<file path="config.mk">
export PLATFORM = sky130hd
export DESIGN_NAME = pit_timer3
export DESIGN_NICKNAME = d
export VERILOG_FILES = /design/src/rtl/pit_pkg.sv /design/src/rtl/pit_decode.sv /design/src/rtl/pit_channel.sv /design/src/rtl/pit_timer3.sv
export SDC_FILE = /design/constraint.sdc
export NUM_CORES = 1
export LEC_CHECK = 0
export BUFFER_PORTS_ARGS = -buffer_cell sky130_fd_sc_hd__clkbuf_2
export CAP_MARGIN = 10
export CELL_PAD_IN_SITES_DETAIL_PLACEMENT = 1
export CELL_PAD_IN_SITES_GLOBAL_PLACEMENT = 1
export CORE_ASPECT_RATIO = 0.5
export CORE_MARGIN = 4
export CORE_UTILIZATION = 52
export DETAILED_ROUTE_END_ITERATION = 8
export PLACE_DENSITY_LB_ADDON = 0.12
export SLEW_MARGIN = 30
export SYNTH_ARGS = -nofsm -noshare
export SYNTH_HDL_FRONTEND = slang
export SYNTH_SLANG_ARGS = --single-unit
</file>
<file path="constraint.sdc">
create_clock -name clk -period 5.08 [get_ports clk]
set_input_delay 0.254 -clock clk [delete_from_list [all_inputs] [get_ports clk]]
set_output_delay 0.254 -clock clk [all_outputs]
set_load 0.005 [all_outputs]
</file>
<file path="src/rtl/pit_pkg.sv">
package pit_pkg;
  localparam int DATA_W = 8;
  localparam int CNT_W  = 2 * DATA_W;
  localparam int MODE_W = 3;

  localparam logic [1:0] ACC_LO   = 2'b01;
  localparam logic [1:0] ACC_HI   = 2'b10;
  localparam logic [1:0] ACC_BOTH = 2'b11;

  localparam logic [MODE_W-1:0] M_TERM    = 3'd0;
  localparam logic [MODE_W-1:0] M_ONESHOT = 3'd1;
  localparam logic [MODE_W-1:0] M_RATE    = 3'd2;
  localparam logic [MODE_W-1:0] M_SQUARE  = 3'd3;
  localparam logic [MODE_W-1:0] M_SWSTB   = 3'd4;
  localparam logic [MODE_W-1:0] M_HWSTB   = 3'd5;

  typedef enum logic [2:0] {
    ST_WAIT, ST_ARMED, ST_RUN, ST_STROBE, ST_DONE
  } chan_st_e;

  // Modes 6 and 7 fold onto 2 and 3.
  function automatic logic [MODE_W-1:0] fold_mode(input logic [MODE_W-1:0] f);
    return (f[2] && f[1]) ? {1'b0, f[1:0]} : f;
  endfunction

  // Effective division ratio: zero stands for the full 2^CNT_W span.
  function automatic logic [CNT_W:0] span_of(input logic [CNT_W-1:0] n);
    return (n == '0) ? {1'b1, {CNT_W{1'b0}}} : {1'b0, n};
  endfunction

  function automatic logic [CNT_W-1:0] sq_high_len(input logic [CNT_W-1:0] n);
    logic [CNT_W:0] s;
    s = span_of(n) + (CNT_W+1)'(1);
    return CNT_W'(s >> 1);
  endfunction

  function automatic logic [CNT_W-1:0] sq_low_len(input logic [CNT_W-1:0] n);
    logic [CNT_W:0] s;
    s = span_of(n);
    return CNT_W'(s >> 1);
  endfunction
endpackage

</file>
<file path="src/rtl/pit_decode.sv">
module pit_decode
  import pit_pkg::*;
#(
  parameter int CHANNELS = 3,
  parameter int ADDR_W   = 2
) (
  input  logic                clk,
  input  logic                rst_n,
  input  logic                wr_en,
  input  logic                rd_en,
  input  logic [ADDR_W-1:0]   addr,
  input  logic [DATA_W-1:1]   cw_field,
  output logic [CHANNELS-1:0] cw_wr,
  output logic [CHANNELS-1:0] data_wr,
  output logic [CHANNELS-1:0] rd_stb,
  output logic [1:0]          cw_acc,
  output logic [MODE_W-1:0]   cw_mode
);
  localparam logic [ADDR_W-1:0] CTRL_ADDR = '1;

  logic       is_ctrl;
  logic [1:0] sel;
  logic       cw_valid;

  assign is_ctrl  = (addr == CTRL_ADDR);
  assign sel      = cw_field[7:6];
  assign cw_acc   = cw_field[5:4];
  assign cw_mode  = fold_mode(cw_field[3:1]);
  assign cw_valid = wr_en && is_ctrl && (cw_acc != 2'b00);

  for (genvar i = 0; i < CHANNELS; i++) begin : g_sel
    assign cw_wr[i]   = cw_valid && (sel == 2'(i));
    assign data_wr[i] = wr_en && (addr == ADDR_W'(i));
    assign rd_stb[i]  = rd_en && (addr == ADDR_W'(i));
  end

  // one write reaches at most one target
  assert_single_target_R1: assert property (@(posedge clk) disable iff (!rst_n)
    $onehot0({cw_wr, data_wr}));
  // reserved channel field or latch transfer code reaches nobody
  assert_reserved_ignored_R2: assert property (@(posedge clk) disable iff (!rst_n)
    (wr_en && is_ctrl && (sel == 2'b11 || cw_field[5:4] == 2'b00)) |-> (cw_wr == '0));
endmodule

</file>
<file path="src/rtl/pit_channel.sv">
module pit_channel
  import pit_pkg::*;
(
  input  logic              clk,
  input  logic              rst_n,
  input  logic              cw_wr,
  input  logic [1:0]        cw_acc,
  input  logic [MODE_W-1:0] cw_mode,
  input  logic              data_wr,
  input  logic              rd_stb,
  input  logic [DATA_W-1:0] wdata,
  input  logic              tick,
  input  logic              gate,
  output logic              out,
  output logic [DATA_W-1:0] rd_byte
);
  logic [MODE_W-1:0] mode_q;
  logic [1:0]        acc_q;
  chan_st_e          st_q;
  logic [CNT_W-1:0]  cnt_q, reload_q, new_count;
  logic [DATA_W-1:0] lo_hold_q;
  logic              wr_hi_q, rd_hi_q, gate_q, out_q;

  // Named events for the assertions
  logic load_fire, gate_rise, retrig, gate_ok, advance, hold_high, periodic, edge_mode;

  assign load_fire = data_wr && (acc_q != ACC_BOTH || wr_hi_q);
  assign gate_rise = gate && !gate_q;
  assign periodic  = (mode_q == M_RATE) || (mode_q == M_SQUARE);
  assign edge_mode = (mode_q == M_ONESHOT) || (mode_q == M_HWSTB);
  assign retrig    = gate_rise && (st_q != ST_WAIT) && (periodic || edge_mode);
  assign gate_ok   = edge_mode || gate;
  assign advance   = tick && gate_ok && (st_q == ST_RUN || st_q == ST_STROBE);
  assign hold_high = periodic && (st_q == ST_RUN) && !gate;

  always_comb begin
    unique case (acc_q)
      ACC_LO:  new_count = {{DATA_W{1'b0}}, wdata};
      ACC_HI:  new_count = {wdata, {DATA_W{1'b0}}};
      default: new_count = {wdata, lo_hold_q};
    endcase
  end

  always_ff @(posedge clk or negedge rst_n) begin
    if (!rst_n) begin
      mode_q    <= M_TERM;
      acc_q     <= ACC_BOTH;
      st_q      <= ST_WAIT;
      cnt_q     <= '0;
      reload_q  <= '0;
      lo_hold_q <= '0;
      wr_hi_q   <= 1'b0;
      rd_hi_q   <= 1'b0;
      gate_q    <= 1'b0;
      out_q     <= 1'b0;
    end else begin
      gate_q <= gate;
      if (cw_wr) begin
        mode_q  <= cw_mode;
        acc_q   <= cw_acc;
        st_q    <= ST_WAIT;
        out_q   <= (cw_mode != M_TERM);
        wr_hi_q <= 1'b0;
        rd_hi_q <= 1'b0;
      end else begin
        if (data_wr && acc_q == ACC_BOTH) begin
          wr_hi_q <= !wr_hi_q;
          if (!wr_hi_q) lo_hold_q <= wdata;
        end
        if (rd_stb && acc_q == ACC_BOTH) rd_hi_q <= !rd_hi_q;

        if (load_fire) begin
          reload_q <= new_count;
          case (mode_q)
            M_TERM: begin
              cnt_q <= new_count;
              out_q <= 1'b0;
              st_q  <= ST_RUN;
            end
            M_ONESHOT, M_HWSTB: begin
              if (st_q == ST_WAIT) st_q <= ST_ARMED;
            end
            M_RATE, M_SQUARE: begin
              if (st_q == ST_WAIT) begin
                cnt_q <= (mode_q == M_SQUARE) ? sq_high_len(new_count) : new_count;
                out_q <= 1'b1;
                st_q  <= ST_RUN;
              end
            end
            default: begin
              cnt_q <= new_count;
              out_q <= 1'b1;
              st_q  <= ST_RUN;
            end
          endcase
        end else if (retrig) begin
          cnt_q <= (mode_q == M_SQUARE) ? sq_high_len(reload_q) : reload_q;
          out_q <= (mode_q != M_ONESHOT);
          st_q  <= ST_RUN;
        end else if (advance) begin
          case (mode_q)
            M_RATE: begin
              if (cnt_q == CNT_W'(2)) out_q <= 1'b0;
              if (cnt_q == CNT_W'(1)) begin
                out_q <= 1'b1;
                cnt_q <= reload_q;
              end else begin
                cnt_q <= cnt_q - CNT_W'(1);
              end
            end
            M_SQUARE: begin
              if (cnt_q == CNT_W'(1)) begin
                out_q <= !out_q;
                cnt_q <= out_q ? sq_low_len(reload_q) : sq_high_len(reload_q);
              end else begin
                cnt_q <= cnt_q - CNT_W'(1);
              end
            end
            M_SWSTB, M_HWSTB: begin
              if (st_q == ST_STROBE) begin
                out_q <= 1'b1;
                st_q  <= ST_DONE;
              end else begin
                cnt_q <= cnt_q - CNT_W'(1);
                if (cnt_q == CNT_W'(1)) begin
                  out_q <= 1'b0;
                  st_q  <= ST_STROBE;
                end
              end
            end
            default: begin
              cnt_q <= cnt_q - CNT_W'(1);
              if (cnt_q == CNT_W'(1)) begin
                out_q <= 1'b1;
                st_q  <= ST_DONE;
              end
            end
          endcase
        end else if (hold_high) begin
          out_q <= 1'b1;
        end
      end
    end
  end

  assign out     = out_q;
  assign rd_byte = (acc_q == ACC_HI || (acc_q == ACC_BOTH && rd_hi_q))
                   ? cnt_q[CNT_W-1:DATA_W] : cnt_q[DATA_W-1:0];

  // a control byte parks the channel at its idle level
  assert_cw_idle_level_R3: assert property (@(posedge clk) disable iff (!rst_n)
    cw_wr |=> (st_q == ST_WAIT) && (out_q == (mode_q != M_TERM)));
  // a waiting channel neither counts nor moves OUT
  assert_wait_frozen_R3: assert property (@(posedge clk) disable iff (!rst_n)
    (st_q == ST_WAIT && !load_fire && !cw_wr) |=> ($stable(cnt_q) && $stable(out_q)));
  // a mode 0 load drives OUT low
  assert_term_load_low_R5: assert property (@(posedge clk) disable iff (!rst_n)
    (load_fire && mode_q == M_TERM && !cw_wr) |=> !out_q);
  // a one-shot trigger drives OUT low
  assert_oneshot_trigger_low_R6: assert property (@(posedge clk) disable iff (!rst_n)
    (retrig && mode_q == M_ONESHOT && !load_fire && !cw_wr) |=> !out_q);
  // the strobe lasts exactly one counting tick
  assert_strobe_one_tick_R9: assert property (@(posedge clk) disable iff (!rst_n)
    (st_q == ST_STROBE && advance && !load_fire && !cw_wr) |=> out_q);
  // GATE low holds periodic modes high and frozen
  assert_gate_low_high_R13: assert property (@(posedge clk) disable iff (!rst_n)
    (hold_high && !load_fire && !retrig && !cw_wr) |=> (out_q && $stable(cnt_q)));
endmodule

</file>
<file path="src/rtl/pit_timer3.sv">
module pit_timer3
  import pit_pkg::*;
#(
  parameter int CHANNELS = 3,
  parameter int ADDR_W   = 2
) (
  input  logic                clk,
  input  logic                rst_n,
  input  logic                wr_en,
  input  logic                rd_en,
  input  logic [ADDR_W-1:0]   addr,
  input  logic [DATA_W-1:0]   wdata,
  output logic [DATA_W-1:0]   rdata,
  input  logic [CHANNELS-1:0] tick,
  input  logic [CHANNELS-1:0] gate,
  output logic [CHANNELS-1:0] out
);
  logic [CHANNELS-1:0] cw_wr, data_wr, rd_stb;
  logic [1:0]          cw_acc;
  logic [MODE_W-1:0]   cw_mode;
  logic [DATA_W-1:0]   rd_bytes [CHANNELS];

  pit_decode #(.CHANNELS(CHANNELS), .ADDR_W(ADDR_W)) u_decode (
    .clk(clk), .rst_n(rst_n), .wr_en(wr_en), .rd_en(rd_en), .addr(addr),
    .cw_field(wdata[DATA_W-1:1]), .cw_wr(cw_wr), .data_wr(data_wr),
    .rd_stb(rd_stb), .cw_acc(cw_acc), .cw_mode(cw_mode)
  );

  for (genvar i = 0; i < CHANNELS; i++) begin : g_chan
    pit_channel u_chan (
      .clk(clk), .rst_n(rst_n), .cw_wr(cw_wr[i]), .cw_acc(cw_acc),
      .cw_mode(cw_mode), .data_wr(data_wr[i]), .rd_stb(rd_stb[i]),
      .wdata(wdata), .tick(tick[i]), .gate(gate[i]), .out(out[i]),
      .rd_byte(rd_bytes[i])
    );
  end

  always_comb begin
    rdata = '0;
    for (int i = 0; i < CHANNELS; i++)
      if (rd_en && addr == ADDR_W'(i)) rdata = rd_bytes[i];
  end
endmodule

</file>
* Word level (Yosys, flattened, before mapping)
Cells that the tools add are included.
Word-level totals: memories kept 0, bits in read-only memories 0, logic and storage cells 409, RAM bits 0, bits in registers 156, bits in latches 0, output and inout port bits 11
Operators by class: shift-type cells 0, muxes and demuxes 139, $add $sub $neg 9, divide/modulo/power cells 0, equal/unequal tests 80, reduce and logical (&&, ||, !) cells 145, bitwise logic cells 6, magnitude comparators 0, multiply operators 0
Operators by type and width (count):
- $mux 16 | 30
- $pmux 16 s2 | 6
- $pmux 16 s3 | 3
- $add 17x1->17 const B | 6
- $mux 17 | 6
- $logic_not 16->1 | 6
- $mux 3 | 28
- $ne 7x4->1 const B | 9
- $eq 16x1->1 const B | 3
- $eq 16x2->1 const B | 3
- $mux 1 | 48
- $mux 8 | 6
- $sub 16x1->16 const B | 3
- $logic_and 1x1->1 | 45
- $reduce_bool 5->1 | 9
- $eq 3x2->1 const B | 12
- $pmux 3 s2 | 6
- $ne 4x3->1 const B | 6
- $logic_or 1x1->1 | 21
- $reduce_and 7->1 | 3
- $reduce_bool 3->1 | 7
- $eq 2x2->1 const B | 9
- $eq 3x3->1 const B | 6
- $logic_not 3->1 | 6
- 20 further kinds | 92

* Depth between registers and ports, before layout
Gate-level depths: netlist of run 1.
depth after elaboration 9, gate-level depth with buffers 15, mapped depth without buffers 12

* Modules after synthesis
From an unflattened synthesis of run 1, not the netlist that was laid out.
Second synthesis, totals: cell total of the unflattened synthesis 2052, area total of the unflattened synthesis 15693.8 µm²
By module, submodules not included:
- pit_channel at g_chan[0].u_chan ... | instances 2, cells an instance 670, area an instance 5026.1 µm², sequential area each 1303.8 µm²
- pit_channel at g_chan[2].u_chan | instances 1, cells an instance 660, area an instance 5226.3 µm², sequential area each 1303.8 µm²
- pit_timer3 | instances 1, cells an instance 35, area an instance 270.3 µm², sequential area each 0.0 µm²
- pit_decode | instances 1, cells an instance 17, area an instance 145.1 µm², sequential area each 0.0 µm²

* Worst setup path after synthesis of run 1
Ideal clock, no wire load.
path type register -> register, start point register g_chan[1].u_chan.acc_q[0], end point register g_chan[1].u_chan.cnt_q[11], stages on the path, launching flop included 16, library setup time 0.094 ns, data required time 4.986 ns, setup slack 1.634 ns, arrival time 3.353 ns, path through dfstp_2 -> inv_1 -> ha_1 -> buf_2 -> clkbuf_1 -> clkbuf_1 -> nand2_1 -> o21a_1 -> inv_1 -> ha_1 -> inv_1 -> a221oi_1 -> nand3_1 -> o31a_1 -> o2111a_1 -> a211oi_1
On the way: cells in the longest elaborated chain, start to end 9, elaborated cells between the ends (all ways) 18, classes of those cells 1 x add/sub; 6 x eq/ne; 6 x mux; 5 x reduce/logical
Ends and longest elaborated chain:
- start: declaration | RTL line pit_channel.sv:18 | logic [1:0] acc_q;
- start signal: assignment | RTL line pit_channel.sv:60 | acc_q <= cw_acc;
- $eq 2x2->1 or $eq 2x1->1 (tied branches) | RTL line pit_channel.sv:37 | unique case (acc_q)
- $pmux 16 s2 (*) | RTL line pit_channel.sv:37
- net g_chan[1].u_chan.new_count[0] | RTL line pit_channel.sv:20 | logic [CNT_W-1:0] cnt_q, reload_q, new_count;
- $logic_not 16->1 | RTL line pit_pkg.sv:28 | return (n == '0) ? {1'b1, {CNT_W{1'b0}}} : {1'b0, n};
- $mux 17 (*) | RTL line pit_pkg.sv:28
- $add 17x1->17 (*) | RTL line pit_pkg.sv:33 | s = span_of(n) + (CNT_W+1)'(1);
- $mux 16 (*) | RTL line pit_channel.sv:85 | cnt_q <= (mode_q == M_SQUARE) ? sq_high_len(new_count) : new_count;
- $mux 16 (*) | RTL line pit_channel.sv:84 | if (st_q == ST_WAIT) begin
- $pmux 16 s2 (*) | RTL line pit_channel.sv:74 | case (mode_q)
- $mux 16 (*) | RTL line pit_channel.sv:72 | if (load_fire) begin
- end signal: assignment | RTL line pit_channel.sv:76 | cnt_q <= new_count;
- end signal: assignment | RTL line pit_channel.sv:85
- end signal: assignment | RTL line pit_channel.sv:91 | cnt_q <= new_count;
- end: declaration | RTL line pit_channel.sv:20
Mark *: on every way through the listed nets, which the timed path passes. The rest lies on a longest branch. The select of a mux whose other input is x is not followed. A chain may end at the register's enable or synchronous reset.

* Worst setup path after layout of run 1
start point register g_chan[2].u_chan.acc_q[0], end point register g_chan[2].u_chan.cnt_q[9]
On the way: cells in the longest elaborated chain, start to end 9, elaborated cells between the ends (all ways) 18, classes of those cells 1 x add/sub; 6 x eq/ne; 6 x mux; 5 x reduce/logical
Ends and longest elaborated chain (RTL line):
- start: declaration | pit_channel.sv:18
- start signal: assignment | pit_channel.sv:60
- $eq 2x2->1 or $eq 2x1->1 (tied branches) | pit_channel.sv:37
- $pmux 16 s2 (*) | pit_channel.sv:37
- net g_chan[2].u_chan.new_count[1] | pit_channel.sv:20
- $logic_not 16->1 | pit_pkg.sv:28
- $mux 17 (*) | pit_pkg.sv:28
- $add 17x1->17 (*) | pit_pkg.sv:33
- $mux 16 (*) | pit_channel.sv:85
- $mux 16 (*) | pit_channel.sv:84
- $pmux 16 s2 (*) | pit_channel.sv:74
- $mux 16 (*) | pit_channel.sv:72
- end signal: assignment | pit_channel.sv:76
- end signal: assignment | pit_channel.sv:85
- end signal: assignment | pit_channel.sv:91
- end: declaration | pit_channel.sv:20
Marked as above.

==> run_summary.xml, run 1 <==
<?xml version="1.0" encoding="UTF-8"?>
<metrics>
  <group name="timing">
    <metric name="hold_violation_total_from_the_final_report" unit="">0</metric>
    <metric name="finalHoldWorstSlack" unit="ns">0.275</metric>
    <metric name="setup_total_negative_slack" unit="ns">0</metric>
    <metric name="final-max-slew-violation-count" unit="">0</metric>
    <metric name="final.min_clock_period" unit="ns">3.61</metric>
    <metric name="clock.fmax" unit="MHz">277</metric>
    <metric name="finClkSkew" unit="ns">0.0122</metric>
    <metric name="setup_viol_count_final" unit="">0</metric>
    <metric name="finalCritPeriodShare" unit="">0.711</metric>
    <metric name="slew_headroom" unit="">0.337</metric>
    <metric name="worstMarginPinSlew" unit="ns">0.992</metric>
    <metric name="grt_setup_unrepaired" unit="">no</metric>
    <metric name="postLayoutSetupSlackWorst" unit="ns">1.47</metric>
  </group>
  <group name="yosys">
    <metric name="most_frequently_used_flop_master_after_synthesis" unit="">sky130_fd_sc_hd__dfrtp_1</metric>
    <metric name="synth.ff_latch_count" unit="">156</metric>
    <metric name="synth_compound_gate_area_share" unit="">0.266</metric>
    <metric name="netlist_top_cells_count" unit="">sky130_fd_sc_hd__nand2_1 (268), sky130_fd_sc_hd__clkbuf_1 (160), sky130_fd_sc_hd__o21ai_0 (152)</metric>
    <metric name="yosys.area_share.simple" unit="">0.277</metric>
    <metric name="synth.largest_area_cell" unit="">sky130_fd_sc_hd__dfrtp_1</metric>
    <metric name="async_flop_share" unit="">1.00</metric>
    <metric name="synth.net_count" unit="">2036</metric>
    <metric name="seq_area_frac_synth" unit="">0.265</metric>
    <metric name="synth.mux.area_fraction" unit="">0.0500</metric>
    <metric name="synth.distinct_cells" unit="">84</metric>
    <metric name="synth_enable_flop_cells" unit="">0</metric>
    <metric name="post-synth-top-count-cell" unit="">sky130_fd_sc_hd__nand2_1</metric>
    <metric name="post_synth_instance_area" unit="sq mm">0.0147</metric>
    <metric name="synth_area_per_cell" unit="sq um">7.43</metric>
    <metric name="synth_adder_area_share" unit="">0.0255</metric>
    <metric name="dominant_combinational_cell_family_by_area_after_synthesis" unit="">simple AND/OR/NAND/NOR gates</metric>
    <metric name="synth_xor_area_frac" unit="">0.0511</metric>
    <metric name="number_of_instances_in_the_synthesized_netlist" unit="">1986</metric>
    <metric name="ys.warnings.count" unit="">0</metric>
    <metric name="synthDominantCellAreaShare" unit="">0.255</metric>
    <metric name="synthTopCellsByArea" unit="">sky130_fd_sc_hd__dfrtp_1 (25%), sky130_fd_sc_hd__nand2_1 (6.8%), sky130_fd_sc_hd__o21ai_0 (5.2%)</metric>
  </group>
  <group name="route">
    <metric name="ant_nets" unit="">0</metric>
    <metric name="routed_via_density" unit="">7.23</metric>
    <metric name="detail_route.wl_per_cell" unit="um">27.3</metric>
    <metric name="routed-via-count" unit="">16463</metric>
    <metric name="drt_wl_total" unit="um">62200</metric>
    <metric name="detailedRoute.firstPassIterationCount" unit="">6</metric>
    <metric name="drcViolationCount" unit="">0</metric>
    <metric name="detailedRoute.firstIterationViolations" unit="">2159</metric>
  </group>
  <group name="critical_path">
    <metric name="setup.worst_path.start_class" unit="">flop</metric>
    <metric name="reg2reg_slack" unit="ns">1.47</metric>
    <metric name="timing.setup.critical_path_class" unit="">flop to flop</metric>
    <metric name="critPathSlowestCell" unit="">sky130_fd_sc_hd__a21boi_1</metric>
    <metric name="buffers_plus_inverters_on_the_worst_setup_path" unit="">2</metric>
    <metric name="cp_cell_sequence" unit="">inv_1, ha_1, nand3b_1, and2_1, inv_1, ha_1, a21boi_1, nand3_1, and4_1, o31ai_1, a31oi_1</metric>
    <metric name="crit_path_start" unit="">g_chan[2].u_chan.acc_q[0]</metric>
    <metric name="regToRegStartpoint" unit="">g_chan[2].u_chan.acc_q[0]</metric>
    <metric name="critical-path-max-stage-delay" unit="ns">0.57</metric>
    <metric name="crit_path_max_delay_family" unit="">simple AND/OR/NAND/NOR gates</metric>
    <metric name="worst-endpoint-required" unit="ns">5.40</metric>
    <metric name="r2r-end" unit="">g_chan[2].u_chan.cnt_q[9]</metric>
    <metric name="reg2regPathDepth" unit="">11</metric>
    <metric name="arrival" unit="ns">3.93</metric>
    <metric name="setup.worst_path.end_class" unit="">flop</metric>
    <metric name="path_max_fanout" unit="">28</metric>
  </group>
  <group name="place">
    <metric name="number_of_buffers_added_on_ports" unit="">30</metric>
    <metric name="dp_hpwl" unit="um">44900</metric>
    <metric name="globalplace.congestion" unit="">1.01</metric>
    <metric name="placed_cell_area" unit="sq mm">0.0149</metric>
    <metric name="dpl_worst_slack" unit="ns">1.54</metric>
  </group>
  <group name="power">
    <metric name="power_per_unit_of_standard_cell_area" unit="mW/mm^2">525</metric>
    <metric name="power.total" unit="W">0.00814</metric>
    <metric name="cellLeakagePower" unit="nW">5.68</metric>
    <metric name="max-vdd-ir-drop" unit="mV">0.286</metric>
  </group>
  <group name="clocking">
    <metric name="cts.path.max_buffers" unit="">2</metric>
    <metric name="cts-buffers-inserted" unit="">17</metric>
    <metric name="clock_tree.root_cell" unit="">sky130_fd_sc_hd__clkbuf_16</metric>
    <metric name="path_clk_slew" unit="ns">0.07</metric>
    <metric name="htree_num_levels" unit="">4</metric>
    <metric name="cts.sinks" unit="">156</metric>
    <metric name="cts_tree" unit="">yes</metric>
    <metric name="clkLatencyLatePin" unit="ns">0.46</metric>
  </group>
  <group name="flow_run">
    <metric name="cap_viol_max_count" unit="">0</metric>
  </group>
  <group name="floorplanning">
    <metric name="ios" unit="">31</metric>
    <metric name="core.rowCount" unit="">43</metric>
    <metric name="die_area" unit="sq mm">0.0313</metric>
    <metric name="fp.coreArea" unit="sq mm">0.0278</metric>
    <metric name="start_util" unit="">0.530</metric>
    <metric name="fp.dieW" unit="um">246</metric>
    <metric name="die_h" unit="um">127</metric>
  </group>
  <group name="outcome">
    <metric name="run_status" unit="">completed</metric>
  </group>
  <group name="cells_and_area">
    <metric name="num_antenna_cells" unit="">0</metric>
    <metric name="drive_above_1_share" unit="">0.0854</metric>
    <metric name="postLayoutCellArea" unit="sq mm">0.0155</metric>
    <metric name="layout.nets" unit="">1934</metric>
    <metric name="areaGrowthSynthToFinish" unit="%">5.14</metric>
  </group>
  <group name="min_path">
    <metric name="worst_hold_path.num_cells" unit="">4</metric>
    <metric name="min-delay-start" unit="">rd_en</metric>
    <metric name="hold_end" unit="">g_chan[0].u_chan.rd_hi_q</metric>
    <metric name="timing.hold.worst.class" unit="">input port to flop</metric>
  </group>
  <group name="global_routing">
    <metric name="globalRoute.totalOverflow" unit="">0</metric>
    <metric name="first_global_vias" unit="">16415</metric>
    <metric name="grt_first_pass_wirelength" unit="um">96800</metric>
    <metric name="grt_antenna_before_repair" unit="">0</metric>
    <metric name="grt_max_degree" unit="">85</metric>
    <metric name="grt_use_total" unit="">0.392</metric>
  </group>
</metrics>
## timing repair
action,in CTS,in global routing
resized for setup,0,0
endpoints found under the hold margin,69,0
hold buffers,4,0
setup buffers,0,0
endpoints found under the setup margin,0,0
## flip-flops by register name, indices dropped and copies added (netlist names)
register                 cells
g_chan.u_chan.cnt_q         48
g_chan.u_chan.out            3
g_chan.u_chan.st_q           9
g_chan.u_chan.mode_q         9
g_chan.u_chan.wr_hi_q        3
g_chan.u_chan.gate_q         3
g_chan.u_chan.reload_q      48
g_chan.u_chan.rd_hi_q        3
g_chan.u_chan.lo_hold_q     24
g_chan.u_chan.acc_q          6
## layout by cell type (no fill, tap or decap), drive strengths merged, types with 12 or more instances in the layout
cell / synthesis / final
nand2b: 14 / 14
nand2: 268 / 268
nand3b: 17 / 17
mux2i: 32 / 32
or3: 23 / 23
o211ai: 33 / 33
nor4: 47 / 47
or4: 12 / 12
xor2: 37 / 37
clkbuf: 160 / 50
ha: 30 / 30
mux2: 37 / 37
o31ai: 18 / 18
and3: 14 / 14
nand3: 64 / 64
nor2b: 24 / 24
nand4: 42 / 42
nor3: 67 / 67
a21oi: 97 / 97
dfrtp: 150 / 150
a22oi: 13 / 13
a31oi: 43 / 43
and3b: 12 / 12
o22ai: 25 / 25
inv: 58 / 58
o21ai: 154 / 154
xnor2: 49 / 49
buf: 24 / 30
nand4b: 15 / 15
a211oi: 49 / 49
nor2: 151 / 151
## worst max path at each step
stage | depth (start not counted) | endpoint
final | 11 | g_chan[2].u_chan.cnt_q[9]
after global routing | 11 | g_chan[2].u_chan.cnt_q[9]
after CTS | 11 | g_chan[2].u_chan.cnt_q[9]
after detailed placement | 11 | g_chan[2].u_chan.cnt_q[9]
after global placement | 11 | g_chan[2].u_chan.cnt_q[9]
after floorplan | 15 | g_chan[1].u_chan.cnt_q[11]
## worst reg2reg max path: cells and delay by family (launching register included)
family	cells	cell delay [ns]
and+or+nand+nor	4	1.15
DFF	1	0.55
buffers and inverters	2	0.11
adders and majority gates	2	0.72
AOI/OAI and AO/OA	3	0.94
## kinds of logic (layout without fill, tap and decap cells)
kind of cell	after synthesis	in the layout
buffers and inverters	243	153
AND/OR/NAND/NOR	814	814
AO/OA/AOI/OAI	588	588
multiplexers	69	69
flip-flops	156	156
XOR/XNOR	86	86
adder cells (fa/ha/maj)	30	30
## through the flow
step           utilization  instances
6_report             0.557       2278
5_1_grt              0.557       2278
4_1_cts              0.557       2278
3_5_place_dp         0.536       2243
3_3_place_gp         0.535       2243
2_1_floorplan            -       1986
## where the power goes
| part | switching, W | internal, W |
|---|---|---|
| Combinational | 0.00243 | 0.00147 |
| Clock | 0.000598 | 0.000696 |
| Sequential | 0.00118 | 0.00177 |
## per-layer routing
| layer | global-route usage | up-vias | wire (um) |
|---|---|---|---|
| met5 | 0 | - | 0 |
| li1 | - | 7166 | - |
| met1 | 0.519 | 8210 | 25700 |
| met3 | 0.0556 | 203 | 4770 |
| met2 | 0.643 | 884 | 28700 |
| met4 | 0.175 | 0 | 2980 |
## cell type report
class                           instances  area [sq um]
Clock inverter                         10          93.8
Tap cell                              382           478
Clock buffer                           21           460
Timing Repair Buffer                   63           427
Fill cell                            3506         12300
Sequential cell                       156          3910
Multi-Input combinational cell       1587          9910
Inverter                               59           221
Note: power is estimated with default switching activity, not from simulation.
==> run 2, diff against run 1 <==
Settings changed: CORE_UTILIZATION 52 to 48.
Clock period 5.08 ns to 3.4 ns, I/O delays scaled along.
==> run 2 against run 1 <==
  * Global-route usage shrank 2.0 points
  * Final cell count grew 4.0%
  * Non-clock buffer count grew 72
  * Routed wire length grew 4.0%
  * Worst setup slack lost 1.2 ns
  * Combinational power grew 61%
  * Sequential cell count is the same
  * Cell area grew 4.3%
  * Critical path type unchanged
  * Worst hold slack lost 0.064 ns
  * Critical path depth is the same
  * Total power grew 58%
==> run_summary.xml, run 2 (synthesis results as in run 1) <==
<?xml version="1.0" encoding="UTF-8"?>
<metrics>
  <group name="outcome">
    <metric name="run_status" unit="">completed</metric>
  </group>
  <group name="cells_and_area">
    <metric name="layout.filler_cells" unit="">3812</metric>
    <metric name="mostFrequentLayoutCell" unit="">sky130_fd_sc_hd__nand2_1</metric>
    <metric name="postLayoutCellArea" unit="sq mm">0.0162</metric>
    <metric name="largestRegisters" unit="">g_chan.u_chan.cnt_q: 48 flops, g_chan.u_chan.reload_q: 48 flops, g_chan.u_chan.lo_hold_q: 24 flops</metric>
    <metric name="layout.nets" unit="">2006</metric>
    <metric name="drive_above_1_share" unit="">0.116</metric>
    <metric name="areaGrowthSynthToFinish" unit="%">9.66</metric>
    <metric name="mostFrequentLayoutCells" unit="">sky130_fd_sc_hd__nand2_1 (268), sky130_fd_sc_hd__o21ai_0 (152), sky130_fd_sc_hd__nor2_1 (151)</metric>
  </group>
  <group name="floorplanning">
    <metric name="die_h" unit="um">132</metric>
    <metric name="fp.dieW" unit="um">256</metric>
    <metric name="ios" unit="">31</metric>
    <metric name="start_util" unit="">0.487</metric>
    <metric name="die_area" unit="sq mm">0.0338</metric>
    <metric name="fp.coreArea" unit="sq mm">0.0303</metric>
    <metric name="core.rowCount" unit="">45</metric>
  </group>
  <group name="power">
    <metric name="power_per_unit_of_standard_cell_area" unit="mW/mm^2">794</metric>
    <metric name="cellInternalPower" unit="W">0.00642</metric>
    <metric name="share_seq_of_total_power" unit="">0.335</metric>
    <metric name="clk_pwr_share" unit="">0.177</metric>
    <metric name="power.switching" unit="W">0.00641</metric>
    <metric name="comb_power_share" unit="">0.488</metric>
    <metric name="cellLeakagePower" unit="nW">6.09</metric>
    <metric name="max-vdd-ir-drop" unit="mV">0.474</metric>
    <metric name="power.share.switching" unit="">0.499</metric>
  </group>
  <group name="clocking">
    <metric name="clkLatencyLatePin" unit="ns">0.46</metric>
    <metric name="htree_num_levels" unit="">4</metric>
    <metric name="postCtsSetupRepairBufs" unit="">0</metric>
    <metric name="cts-buffers-inserted" unit="">17</metric>
    <metric name="clock_tree.root_cell" unit="">sky130_fd_sc_hd__clkbuf_16</metric>
    <metric name="cts_tree" unit="">yes</metric>
    <metric name="cts.sinks" unit="">156</metric>
    <metric name="path_clk_slew" unit="ns">0.07</metric>
    <metric name="cts.path.max_buffers" unit="">2</metric>
  </group>
  <group name="timing">
    <metric name="grt_setup_unrepaired" unit="">no</metric>
    <metric name="final-max-slew-violation-count" unit="">0</metric>
    <metric name="hold_violation_total_from_the_final_report" unit="">0</metric>
    <metric name="finalCritPeriodShare" unit="">0.934</metric>
    <metric name="worstMarginPinSlew" unit="ns">1.00</metric>
    <metric name="finClkSkew" unit="ns">0.0209</metric>
    <metric name="setup_viol_count_final" unit="">0</metric>
    <metric name="postLayoutSetupSlackWorst" unit="ns">0.224</metric>
    <metric name="setup_total_negative_slack" unit="ns">0</metric>
    <metric name="final.min_clock_period" unit="ns">3.18</metric>
    <metric name="clock.fmax" unit="MHz">315</metric>
    <metric name="slew_headroom" unit="">0.330</metric>
  </group>
  <group name="global_routing">
    <metric name="grt_use_total" unit="">0.371</metric>
    <metric name="first_global_vias" unit="">16494</metric>
    <metric name="grt_antenna_before_repair" unit="">3</metric>
    <metric name="globalRoute.totalOverflow" unit="">0</metric>
    <metric name="grt_first_pass_wirelength" unit="um">99300</metric>
    <metric name="grt_max_degree" unit="">84</metric>
  </group>
  <group name="route">
    <metric name="ant_nets" unit="">0</metric>
    <metric name="routed-via-count" unit="">16594</metric>
    <metric name="detailedRoute.firstPassIterationCount" unit="">6</metric>
    <metric name="detailedRoute.firstIterationViolations" unit="">1660</metric>
    <metric name="detail_route.wl_per_cell" unit="um">27.3</metric>
    <metric name="routed_via_density" unit="">7.00</metric>
    <metric name="drt_wl_total" unit="um">64600</metric>
    <metric name="drcViolationCount" unit="">0</metric>
  </group>
  <group name="place">
    <metric name="dp_hpwl" unit="um">48300</metric>
    <metric name="placed_cell_area" unit="sq mm">0.0155</metric>
    <metric name="number_of_buffers_added_on_ports" unit="">30</metric>
    <metric name="globalplace.congestion" unit="">1.00</metric>
    <metric name="dpl_worst_slack" unit="ns">0.184</metric>
  </group>
  <group name="min_path">
    <metric name="min-delay-start" unit="">rd_en</metric>
    <metric name="hold_end" unit="">g_chan[0].u_chan.rd_hi_q</metric>
    <metric name="worst_hold_path.num_cells" unit="">4</metric>
    <metric name="timing.hold.worst.class" unit="">input port to flop</metric>
  </group>
  <group name="flow_run">
    <metric name="cap_viol_max_count" unit="">0</metric>
  </group>
  <group name="critical_path">
    <metric name="reg2reg_slack" unit="ns">0.22</metric>
    <metric name="setup.worst_path.end_class" unit="">flop</metric>
    <metric name="crit_path_start" unit="">g_chan[2].u_chan.acc_q[0]</metric>
    <metric name="regToRegStartpoint" unit="">g_chan[2].u_chan.acc_q[0]</metric>
    <metric name="setup.worst_path.start_class" unit="">flop</metric>
    <metric name="path_max_fanout" unit="">19</metric>
    <metric name="reg2regPathDepth" unit="">11</metric>
    <metric name="worst-endpoint-required" unit="ns">3.79</metric>
    <metric name="r2r-end" unit="">g_chan[2].u_chan.cnt_q[15]</metric>
    <metric name="arrival" unit="ns">3.57</metric>
    <metric name="timing.setup.critical_path_class" unit="">flop to flop</metric>
  </group>
</metrics>
run 2: cell type report:
| type | count | area, sq um | area share |
|---|---|---|---|
| sequential | 156 | 3910 | 0.242 |
| antenna | 1 | 2.50 | 0.000155 |
| timing repair buffer | 135 | 980 | 0.0606 |
| clock inverter | 11 | 219 | 0.0135 |
| clock buffer | 21 | 440 | 0.0272 |
| tap | 399 | 499 | 0.0309 |
| multi-input combinational | 1587 | 9900 | 0.612 |
| inverter | 59 | 221 | 0.0137 |
run 2: power by group through the flow:
stage / logic [W] / clock network (W) / registers (W)
after floorplan: 0.00481 / 0 / 0.00321
after global placement: 0.00585 / 0 / 0.00419
after detailed placement: 0.00605 / 0 / 0.00426
after CTS: 0.00612 / 0.00228 / 0.00423
after global routing: 0.00676 / 0.00236 / 0.00442
final: 0.00626 / 0.00228 / 0.00430
run 2: timing repair:
action | in CTS | in global routing
endpoints found under the setup margin | 0 | 4
hold buffers | 4 | 0
gates resized for setup | 0 | 1
hold endpoints to repair | 76 | 0
run 2: worst max-delay path by stage:
stage	endpoint	slack, ns	depth (start not counted)
after floorplan	g_chan[1].u_chan.cnt_q[11]	0.17	15
after global placement	g_chan[0].u_chan.cnt_q[7]	0.38	11
after detailed placement	g_chan[0].u_chan.cnt_q[7]	0.18	11
after CTS	g_chan[0].u_chan.cnt_q[7]	0.17	11
after global routing	g_chan[2].u_chan.cnt_q[3]	0.02	12
final	g_chan[2].u_chan.cnt_q[15]	0.22	11
run 2: critical path, cell delays in order, from the launching register on:
cell and delay, ns:
sky130_fd_sc_hd__dfstp_2 0.55, sky130_fd_sc_hd__inv_1 0.06, sky130_fd_sc_hd__ha_1 0.51, sky130_fd_sc_hd__nand3b_1 0.29
sky130_fd_sc_hd__and2_1 0.27, sky130_fd_sc_hd__inv_1 0.09, sky130_fd_sc_hd__ha_1 0.15, sky130_fd_sc_hd__a21boi_1 0.32
sky130_fd_sc_hd__nand4_1 0.19, sky130_fd_sc_hd__or3_1 0.40, sky130_fd_sc_hd__nand4_1 0.11, sky130_fd_sc_hd__o32a_1 0.18
run 2: metrics by stage:
step / utilization / total power (W) / hold WS [ns] / std cells
after floorplan: - / 0.00802 / -0.126 / 1986
after CTS: 0.534 / 0.0126 / 0.197 / 2368
after global routing: 0.534 / 0.0135 / 0.218 / 2368
after detailed placement: 0.511 / 0.0103 / 0.291 / 2332
after global placement: 0.511 / 0.0100 / 0.271 / 2332
final: 0.534 / 0.0128 / 0.211 / 2369
run 2: routing by layer:
metal	GRT usage	vias to the layer above	part of all wire	wire length, um
li1	-	7315	-	-
met1	0.474	8317	0.41	26500
met2	0.604	756	0.45	29400
met3	0.0831	198	0.083	5380
met4	0.173	8	0.051	3300
met5	0	-	0.00082	53
==> run 3, diff against run 2 <==
Settings changed: CORE_UTILIZATION 48 to 49, CTS_BUF_LIST from default to sky130_fd_sc_hd__clkbuf_4.
==> run 3 against run 2 <==
  * Sequential cell count stayed put
  * Utilization is 0.66 points higher
  * Count of clock-buffer cells in the layout is 1 lower
  * Cell area is 1.9% lower
  * Sequential share of layout area is 0.48 points higher
  * First-iteration DRC count is 17% higher
  * Combinational power hardly changed
==> run_summary.xml, run 3 (synthesis results as in run 1) <==
<?xml version="1.0" encoding="UTF-8"?>
<metrics>
  <group name="outcome">
    <metric name="run_status" unit="">completed</metric>
  </group>
  <group name="floorplanning">
    <metric name="core.rowCount" unit="">44</metric>
    <metric name="fp.coreArea" unit="sq mm">0.0293</metric>
    <metric name="ios" unit="">31</metric>
    <metric name="start_util" unit="">0.503</metric>
    <metric name="die_area" unit="sq mm">0.0331</metric>
    <metric name="fp.dieW" unit="um">253</metric>
    <metric name="die_h" unit="um">131</metric>
  </group>
  <group name="critical_path">
    <metric name="crit_path_max_delay_family" unit="">flip-flops</metric>
    <metric name="critPathSlowestCell" unit="">sky130_fd_sc_hd__dfstp_2</metric>
    <metric name="worst-endpoint-required" unit="ns">3.23</metric>
    <metric name="buffers_plus_inverters_on_the_worst_setup_path" unit="">3</metric>
    <metric name="cp_cell_sequence" unit="">inv_1, ha_2, a21oi_1, buf_4, mux2i_1, o22ai_1, nor2_1, a31oi_1, clkbuf_2</metric>
    <metric name="critical-path-max-stage-delay" unit="ns">0.58</metric>
    <metric name="path_max_fanout" unit="">8</metric>
    <metric name="regToRegStartpoint" unit="">g_chan[0].u_chan.acc_q[0]</metric>
    <metric name="timing.setup.critical_path_class" unit="">flop to output pin</metric>
    <metric name="setup.worst_path.start_class" unit="">flop</metric>
    <metric name="setup.worst_path.end_class" unit="">output pin</metric>
    <metric name="arrival" unit="ns">3.11</metric>
    <metric name="crit_path_start" unit="">g_chan[0].u_chan.acc_q[0]</metric>
  </group>
  <group name="route">
    <metric name="routed_via_density" unit="">7.00</metric>
    <metric name="detail_route.wl_per_cell" unit="um">26.7</metric>
    <metric name="detailedRoute.firstPassIterationCount" unit="">5</metric>
    <metric name="ant_nets" unit="">0</metric>
    <metric name="drcViolationCount" unit="">0</metric>
    <metric name="routed-via-count" unit="">16576</metric>
    <metric name="drt_wl_total" unit="um">63300</metric>
    <metric name="detailedRoute.firstIterationViolations" unit="">1946</metric>
  </group>
  <group name="clocking">
    <metric name="cts-buffers-inserted" unit="">17</metric>
    <metric name="htree_num_levels" unit="">4</metric>
    <metric name="clkLatencyLatePin" unit="ns">0.67</metric>
    <metric name="postCtsSetupRepairBufs" unit="">0</metric>
    <metric name="cts_tree" unit="">yes</metric>
    <metric name="cts.sinks" unit="">156</metric>
    <metric name="path_clk_slew" unit="ns">0.17</metric>
    <metric name="clock_tree.root_cell" unit="">sky130_fd_sc_hd__clkbuf_4</metric>
    <metric name="cts.path.max_buffers" unit="">2</metric>
  </group>
  <group name="timing">
    <metric name="postLayoutSetupSlackWorst" unit="ns">0.120</metric>
    <metric name="final-max-slew-violation-count" unit="">0</metric>
    <metric name="grt_setup_unrepaired" unit="">no</metric>
    <metric name="worstMarginPinSlew" unit="ns">0.862</metric>
    <metric name="clock.fmax" unit="MHz">305</metric>
    <metric name="slew_headroom" unit="">0.419</metric>
    <metric name="setup_viol_count_final" unit="">0</metric>
    <metric name="setup_total_negative_slack" unit="ns">0</metric>
    <metric name="finClkSkew" unit="ns">0.0333</metric>
    <metric name="final.min_clock_period" unit="ns">3.28</metric>
    <metric name="finalCritPeriodShare" unit="">0.965</metric>
    <metric name="hold_violation_total_from_the_final_report" unit="">0</metric>
  </group>
  <group name="global_routing">
    <metric name="first_global_vias" unit="">16199</metric>
    <metric name="grt_use_total" unit="">0.380</metric>
    <metric name="globalRoute.totalOverflow" unit="">0</metric>
    <metric name="grt_first_pass_wirelength" unit="um">97700</metric>
    <metric name="grt_max_degree" unit="">70</metric>
    <metric name="grt_antenna_before_repair" unit="">0</metric>
  </group>
  <group name="place">
    <metric name="numPlacedInstances" unit="">2329</metric>
    <metric name="globalplace.congestion" unit="">1.03</metric>
    <metric name="number_of_buffers_added_on_ports" unit="">30</metric>
    <metric name="dpl_worst_slack" unit="ns">0.104</metric>
    <metric name="dp_hpwl" unit="um">47200</metric>
  </group>
  <group name="power">
    <metric name="power_per_unit_of_standard_cell_area" unit="mW/mm^2">754</metric>
    <metric name="cellLeakagePower" unit="nW">5.97</metric>
    <metric name="max-vdd-ir-drop" unit="mV">0.395</metric>
  </group>
  <group name="cells_and_area">
    <metric name="areaGrowthSynthToFinish" unit="%">7.55</metric>
    <metric name="area.sequential" unit="sq mm">0.00391</metric>
    <metric name="mostFrequentLayoutCell" unit="">sky130_fd_sc_hd__nand2_1</metric>
    <metric name="layout.filler_cells" unit="">3720</metric>
    <metric name="mostFrequentLayoutCells" unit="">sky130_fd_sc_hd__nand2_1 (268), sky130_fd_sc_hd__o21ai_0 (152), sky130_fd_sc_hd__nor2_1 (150), sky130_fd_sc_hd__dfrtp_1 (150), sky130_fd_sc_hd__buf_4 (105)</metric>
    <metric name="final_core_util" unit="">0.541</metric>
    <metric name="num_antenna_cells" unit="">0</metric>
    <metric name="layout.nets" unit="">2013</metric>
    <metric name="drive_above_1_share" unit="">0.121</metric>
    <metric name="instances_no_fill" unit="">2367</metric>
    <metric name="largestRegisters" unit="">g_chan.u_chan.cnt_q: 48 flops, g_chan.u_chan.reload_q: 48 flops, g_chan.u_chan.lo_hold_q: 24 flops</metric>
    <metric name="multi_input_comb_area" unit="sq mm">0.00990</metric>
  </group>
  <group name="flow_run">
    <metric name="cap_viol_max_count" unit="">0</metric>
  </group>
  <group name="min_path">
    <metric name="timing.hold.worst.class" unit="">input port to asynchronous set/reset pin</metric>
  </group>
</metrics>
## run 3: cell types whose count changed in the layout (fill, tap and decap cells not counted)
| cell | delta |
|---|---|
| sky130_fd_sc_hd__clkbuf_4 | +20 |
| sky130_fd_sc_hd__clkbuf_16 | -17 |
| sky130_fd_sc_hd__buf_4 | +6 |
| sky130_fd_sc_hd__clkbuf_1 | -4 |
| sky130_fd_sc_hd__bufinv_16 | -3 |
| sky130_fd_sc_hd__dlygate4sd3_1 | +2 |
| sky130_fd_sc_hd__inv_6 | +2 |
| sky130_fd_sc_hd__buf_12 | -1 |
| sky130_fd_sc_hd__clkinv_4 | +1 |
| sky130_fd_sc_hd__clkinvlp_4 | +1 |
| sky130_fd_sc_hd__diode_2 | -1 |
| sky130_fd_sc_hd__nor2_1 | -1 |
| sky130_fd_sc_hd__nor2_2 | +1 |
## run 3: area by class of cell
| cell class | count | share of cell area |
|---|---|---|
| clock buffers | 20 | 0.00947 |
| inverters | 59 | 0.0140 |
| flip-flops and latches | 156 | 0.247 |
| well taps | 391 | 0.0308 |
| clock inverters | 12 | 0.0103 |
| multi-input cells | 1587 | 0.624 |
| repair buffers | 142 | 0.0646 |
## run 3: metrics by stage
step,hold slack (ns),area [sq um],total power [W]
floorplan,-0.126,14800,0.00802
global placement,0.170,15500,0.0100
detailed placement,0.180,15500,0.0103
CTS,0.00147,15900,0.0117
global route,0.00450,15900,0.0127
finish,0.00449,15900,0.0120
## run 3: what timing repair did
item / CTS / global route
setup endpoints to repair: 0 / 8
resized for setup: 0 / 1
endpoints found under the hold margin: 121 / 0
hold buffers: 6 / 0
## run 3: path summary, 6_finish.rpt
check,end,slack (ns),cells after the start
min in group clk,g_chan[0].u_chan.rd_hi_q,0.03,4
min,g_chan[0].u_chan.st_q[1],0.004,2
max,rdata[3],0.12,9
max reg2reg,g_chan[0].u_chan.cnt_q[5],0.26,11
max in group asynchronous,g_chan[2].u_chan.out,2.39,3
min reg2reg,g_chan[2].u_chan.lo_hold_q[5],0.53,1
## run 3: worst reg2reg max path, delay by kind of cell (launching register included)
kind / cells / cell delay, ns
xor+xnor: 1 / 0.18
buf+inv: 2 / 0.17
fa+ha+maj: 2 / 0.83
flops: 1 / 0.58
simple gates: 1 / 0.10
compound gates: 5 / 1.17
## run 3: power breakdown
part | switching (W) | internal (W) | total [W] | leakage, nW
logic | 0.00384 | 0.00242 | 0.00626 | 3.94
registers | 0.00170 | 0.00263 | 0.00433 | 1.87
clock network | 0.000823 | 0.000543 | 0.00137 | 0.165
## run 3: layer usage
| metal | GRT usage | vias to the layer above | routed length [um] | share of wire |
|---|---|---|---|---|
| met2 | 0.622 | 826 | 28800 | 0.46 |
| li1 | - | 7322 | - | - |
| met3 | 0.0665 | 164 | 5110 | 0.081 |
| met1 | 0.511 | 8264 | 26900 | 0.42 |
| met4 | 0.144 | 0 | 2460 | 0.039 |
| met5 | 0 | - | 0 | 0 |
